[src/rtl/bshift_pkg.sv]
package bshift_pkg;

    localparam int DEF_WIDTH = 16;

    typedef enum logic [2:0] {
        OP_SLL   = 3'b000,
        OP_SRL   = 3'b001,
        OP_SLA   = 3'b010,
        OP_SRA   = 3'b011,
        OP_ROL   = 3'b100,
        OP_ROR   = 3'b101,
        OP_PASSA = 3'b110,
        OP_PASSB = 3'b111
    } shop_e;

    typedef struct packed {
        logic left;     // direction toward MSB
        logic wrap;     // rotate: refill from the other end
        logic copy;     // arithmetic: refill with an edge bit
        logic bypass;   // pass operand through
    } shctl_t;

    function automatic shctl_t decode_op(shop_e op);
        shctl_t c;
        c = '0;
        unique case (op)
            OP_SLL:   c.left = 1'b1;
            OP_SRL:   c.left = 1'b0;
            OP_SLA:   begin c.left = 1'b1; c.copy = 1'b1; end
            OP_SRA:   c.copy = 1'b1;
            OP_ROL:   begin c.left = 1'b1; c.wrap = 1'b1; end
            OP_ROR:   c.wrap = 1'b1;
            default:  c.bypass = 1'b1;
        endcase
        return c;
    endfunction

endpackage

[src/rtl/bshift_decode.sv]
module bshift_decode
    import bshift_pkg::*;
#(
    parameter int N = DEF_WIDTH
) (
    input  shop_e          op,
    input  logic [N-1:0]   d,
    output shctl_t         ctl,
    output logic           fill_bit
);

    always_comb begin
        ctl = decode_op(op);
        if (!ctl.copy)
            fill_bit = 1'b0;
        else if (ctl.left)
            fill_bit = d[0];
        else
            fill_bit = d[N-1];
    end

endmodule

[src/rtl/bshift_stage.sv]
module bshift_stage
    import bshift_pkg::*;
#(
    parameter int N  = DEF_WIDTH,
    parameter int SH = 1
) (
    input  logic [N-1:0] d,
    input  shctl_t       ctl,
    input  logic         fill_bit,
    input  logic         en,
    output logic [N-1:0] q
);

    logic [SH-1:0] low_in;
    logic [SH-1:0] high_in;

    always_comb begin
        low_in  = ctl.wrap ? d[N-1:N-SH] : {SH{fill_bit}};
        high_in = ctl.wrap ? d[SH-1:0]   : {SH{fill_bit}};
        if (!en)
            q = d;
        else if (ctl.left)
            q = {d[N-1-SH:0], low_in};
        else
            q = {high_in, d[N-1:SH]};
    end

endmodule

[src/rtl/bshift_core.sv]
module bshift_core
    import bshift_pkg::*;
#(
    parameter int N = DEF_WIDTH,
    localparam int AW = $clog2(N)
) (
    input  logic [N-1:0]  din,
    input  logic [AW-1:0] amt,
    input  shop_e         op,
    output logic [N-1:0]  dout
);

    shctl_t     ctl;
    logic       fill_bit;
    logic [N-1:0] lane [AW+1];

    bshift_decode #(.N(N)) dec_i (
        .op       (op),
        .d        (din),
        .ctl      (ctl),
        .fill_bit (fill_bit)
    );

    assign lane[0] = din;

    for (genvar k = 0; k < AW; k++) begin : g_stage
        bshift_stage #(.N(N), .SH(1 << k)) stage_i (
            .d        (lane[k]),
            .ctl      (ctl),
            .fill_bit (fill_bit),
            .en       (amt[k]),
            .q        (lane[k+1])
        );
    end

    assign dout = ctl.bypass ? din : lane[AW];

endmodule

[src/rtl/bshift_unit.sv]
module bshift_unit
    import bshift_pkg::*;
#(
    parameter int N       = DEF_WIDTH,
    parameter bit REG_OUT = 1'b1,
    localparam int AW     = $clog2(N)
) (
    input  logic          clk,
    input  logic          rst,
    input  logic          in_valid,
    input  logic [N-1:0]  in_data,
    input  logic [AW-1:0] in_amt,
    input  logic [2:0]    in_op,
    output logic          out_valid,
    output logic [N-1:0]  out_data
);

    logic [N-1:0] result;

    bshift_core #(.N(N)) core_i (
        .din  (in_data),
        .amt  (in_amt),
        .op   (shop_e'(in_op)),
        .dout (result)
    );

    if (REG_OUT) begin : g_reg
        always_ff @(posedge clk) begin
            if (rst) begin
                out_valid <= 1'b0;
                out_data  <= '0;
            end else begin
                out_valid <= in_valid;
                if (in_valid)
                    out_data <= result;
            end
        end
    end else begin : g_comb
        assign out_valid = in_valid;
        assign out_data  = result;
    end

endmodule

[config.mk]
export PLATFORM = sky130hd
export DESIGN_NAME = bshift_unit
export DESIGN_NICKNAME = d
export VERILOG_FILES = /design/src/rtl/bshift_pkg.sv /design/src/rtl/bshift_decode.sv /design/src/rtl/bshift_stage.sv /design/src/rtl/bshift_core.sv /design/src/rtl/bshift_unit.sv
export SDC_FILE = /design/constraint.sdc
export NUM_CORES = 1
export LEC_CHECK = 0
export CORE_MARGIN = 2
export CORE_UTILIZATION = 37
export DETAILED_ROUTE_END_ITERATION = 6
export SYNTH_ARGS = -nofsm -noshare
export SYNTH_HDL_FRONTEND = slang
export SYNTH_SLANG_ARGS = --single-unit
export TNS_END_PERCENT = 30
[constraint.sdc]
create_clock -name clk -period 6.8 [get_ports clk]
set_clock_uncertainty 0.2 [all_clocks]
set_input_delay 1.36 -clock clk [delete_from_list [all_inputs] [get_ports clk]]
set_output_delay 1.36 -clock clk [all_outputs]
set_load 0.02 [all_outputs]
==> flow_metrics.py <==
metrics = {
    "clock_network": {
        "cts_buffers": 3,
        "cts.sinks": 17,
        "skew_pair_late_insertion_delay_ns": 0.25,
        "postCtsSetupRepairBufs": 0,
        "path_clk_slew_ns": 0.07,
        "cts.path.max_buffers": 2,
        "clock_tree.htree_level_count": 1,
        "total_of_cells_resized_after_clock_tree_synthesis": 0,
        "cts_hold_buffers": 0,
        "tritoncts": "done",
        "clockRootBuffer": "clkbuf_8",
    },
    "yosys": {
        "post_synth_top_area_share_pct": 12.29,
        "ys_top_cells_by_count": "nor2_1 (49), nand2_1 (47), a21oi_1 (28), clkbuf_1 (26), o21ai_0 (21)",
        "syn_area_per_cell_um2": 6.871,
        "netlist_instances": 403,
        "yosys_register_bits": 17,
        "post_synth_main_area_contributors": "dfxtp_1 (12%), nor2_1 (6.6%), nand2_1 (6.4%), mux2i_1 (6.1%), a21oi_1 (5.1%)",
        "synth.yosys.warnings": 0,
        "synth_most_common_cell": "nor2_1",
        "synth_area_mm2": 0.002769,
        "synth_top_flop_cell": "dfxtp_1",
        "yosys.area.top_type": "dfxtp_1",
        "yosysUniqueCellTypes": 67,
        "synth-edff-count": 0,
        "postSynthNetCount": 429,
        "yosysSeqAreaShare_pct": 12.29,
        "synth-async-reset-ratio_pct": 0,
    },
    "finish": {
        "nFillCells": 789,
        "final_layout_size_suffix_gt1_share_pct": 6.863,
        "multi_input_comb_area_mm2": 0.002186,
        "n_antenna_cell": 0,
        "area_growth_syn_to_layout_pct": 14.82,
        "seq_area_um2": 340.3,
        "nets_final": 435,
    },
    "routing": {
        "routed_wire_length_per_instance_um": 21.93,
        "drt-vias-per-instance": 6.629,
        "detailed_router_iteration_count_before_antenna_repair": 6,
        "drt-initial-drc-count": 305,
        "drt_wl_total_mm": 11.12,
        "ant_nets": 0,
        "vias_after_detailed_routing": 3361,
        "detail_route.drc_violations": 0,
    },
    "setup_path": {
        "critPathLaunchType": "input pin",
        "cp.required_ns": 6.70,
        "cp_num_buf_inv": 1,
        "rr_worst_depth": 4,
        "cpMaxStageDelayCell": "clkdlybuf4s50_1",
        "endpoint_kind": "flop",
        "arrival_ns": 4.70,
        "worst_path_dominant_cell_family": "compound AO/OA/AOI/OAI gates",
        "critical_path.cell_chain": "clkdlybuf4s50_1, a21oi_4, mux4_1, mux2_2, a211oi_1, nor2b_1, o32ai_1",
        "critical_path_cell_count": 7,
        "startpoint_to_endpoint_class_of_the_critical_path": "input pin to flop",
        "timing.critical_path.slowest_cell_delay_ns": 0.79,
        "timing.critical_path.fanout_max": 22,
    },
    "floorplan": {
        "initial_utilization_pct": 38.17,
        "design.die.area_mm2": 0.008191,
        "die_boundary_height_um": 90.51,
        "dieWidth_um": 90.51,
        "ioPinCount": 43,
        "design.core.area_mm2": 0.007253,
        "rows": 31,
    },
    "timing": {
        "worst_slew_slack_as_a_fraction_of_its_limit_pct": 35.75,
        "post-route-min-period_ns": 4.800,
        "setup_viol_count_final": 0,
        "timing.setup.tns_ns": 0,
        "worst-slew-pin-transition_ns": 0.9637,
        "period_share_pct": 70.59,
        "final_max_slew_viol_count": 0,
        "rsz0062_at_grt": "false",
        "maxClockFrequency_ghz": 0.2083,
        "final_hold_viol_count": 0,
        "postLayoutSetupSlackWorst_ns": 2.000,
    },
    "grt": {
        "grt_first_pass_wirelength_mm": 18.07,
        "first_global_vias": 3233,
        "antenna_found_initial": 0,
        "grt_max_degree": 49,
        "grt-busiest-layer": "met2",
        "grt_util_met3_pct": 6.761,
        "globalRouteMet1Util_pct": 37.05,
        "global_route.overflow_total": 0,
        "grt_util_all_layers_pct": 27.42,
        "grt.met2_usage_pct": 42.23,
    },
    "pwr": {
        "pwr_density_cell_mw_per_mm2": 134.9,
        "p_leak_nw": 1.128,
        "worst_voltage_drop_across_the_vdd_grid_mv": 0.08223,
    },
    "place": {
        "dpl.hpwl_mm": 8.067,
        "detailedPlace.worstSlack_ns": 1.837,
        "numPortBuffers": 42,
        "gp_congestion": 1.003,
    },
    "worst_hold_path": {
        "hold-path-cell-count": 2,
        "hp-class": "flop to flop",
    },
    "run": {
        "count_of_maximum_capacitance_violations": 0,
    },
    "outcome": {
        "run_status": "completed",
    },
}
-- layer usage --
metal	up-vias	share of wire (%)
li1	1544	-
met4	0	3.7
met1	1571	41
met5	-	0
met3	37	11
met2	209	45
-- tightest hold or removal path: stages, from the launching register on --
cell	delay, ns
dfxtp_1	0.31
nor2_1	0.09
nor4_1	0.05
-- cell usage in the layout (no fill, tap or decap), drive strengths merged, types with 3 or more instances in the layout --
cell / instances
o311ai: 3
nor3: 9
o211ai: 5
nor2b: 10
nand2b: 8
buf: 6
mux2i: 17
a311oi: 10
dfxtp: 17
o21ai: 23
and3: 3
a22oi: 4
a31oi: 12
or2: 3
clkbuf: 3
o221ai: 6
a31o: 3
o22ai: 8
nor4: 3
inv: 8
a221oi: 5
clkdlybuf4s50: 41
a211o: 3
a21oi: 29
nor3b: 3
mux4: 8
nor2: 50
o31a: 4
nand2: 47
and2: 4
nand3: 9
a211oi: 7
-- final cells by class --
class | count | share of cell area [%]
sequential | 17 | 10.70
timing repair buffer | 47 | 14.25
clock inverter | 1 | 0.1574
tap | 99 | 3.896
clock buffer | 3 | 1.299
inverter | 8 | 0.9445
multi-input combinational | 332 | 68.75
-- logic make-up after synthesis --
group                  after synthesis  synth area share [%]
and+or+nand+nor                    161                 27.97
AOI/OAI and AO/OA                  144                 37.24
buffers and inverters               54                 8.766
muxes                               27                 13.74
DFF                                 17                 12.29
-- worst paths after layout --
check / end / slack (ns) / from
setup / recovery: out_data[8]$_SDFFE_PP0P_ / 2.00 / in_op[0]
hold / removal: out_data[15]$_SDFFE_PP0P_ / 0.29 / out_data[15]$_SDFFE_PP0P_
setup reg to reg: out_data[11]$_SDFFE_PP0P_ / 5.39 / out_data[11]$_SDFFE_PP0P_
hold reg to reg: out_data[15]$_SDFFE_PP0P_ / 0.29 / out_data[15]$_SDFFE_PP0P_
-- registers in the layout, indices dropped and copies added (netlist names) --
name,flops
out_valid,1
out_data,16
-- power breakdown --
part	internal (mW)	switching (mW)	total (mW)
sequential	0.109	0.00444	0.113
clock	0.0407	0.0371	0.0778
combinational	0.0940	0.144	0.238
total	0.244	0.185	0.429
-- metrics by stage --
stage | instances | area, um2 | utilization [%] | power (mW) | hold slack (ns)
detailed placement | 503 | 3133 | 43.19 | 0.3478 | 0.2804
floorplan | 403 | 2769 | - | 0.2714 | 0.3494
global placement | 503 | 3133 | 43.19 | 0.3480 | 0.2784
finish | 507 | 3179 | 43.83 | 0.4290 | 0.2921
CTS | 507 | 3179 | 43.83 | 0.4252 | 0.2958
global route | 507 | 3179 | 43.83 | 0.4545 | 0.3174
Note: power is estimated with default switching activity, not from simulation.
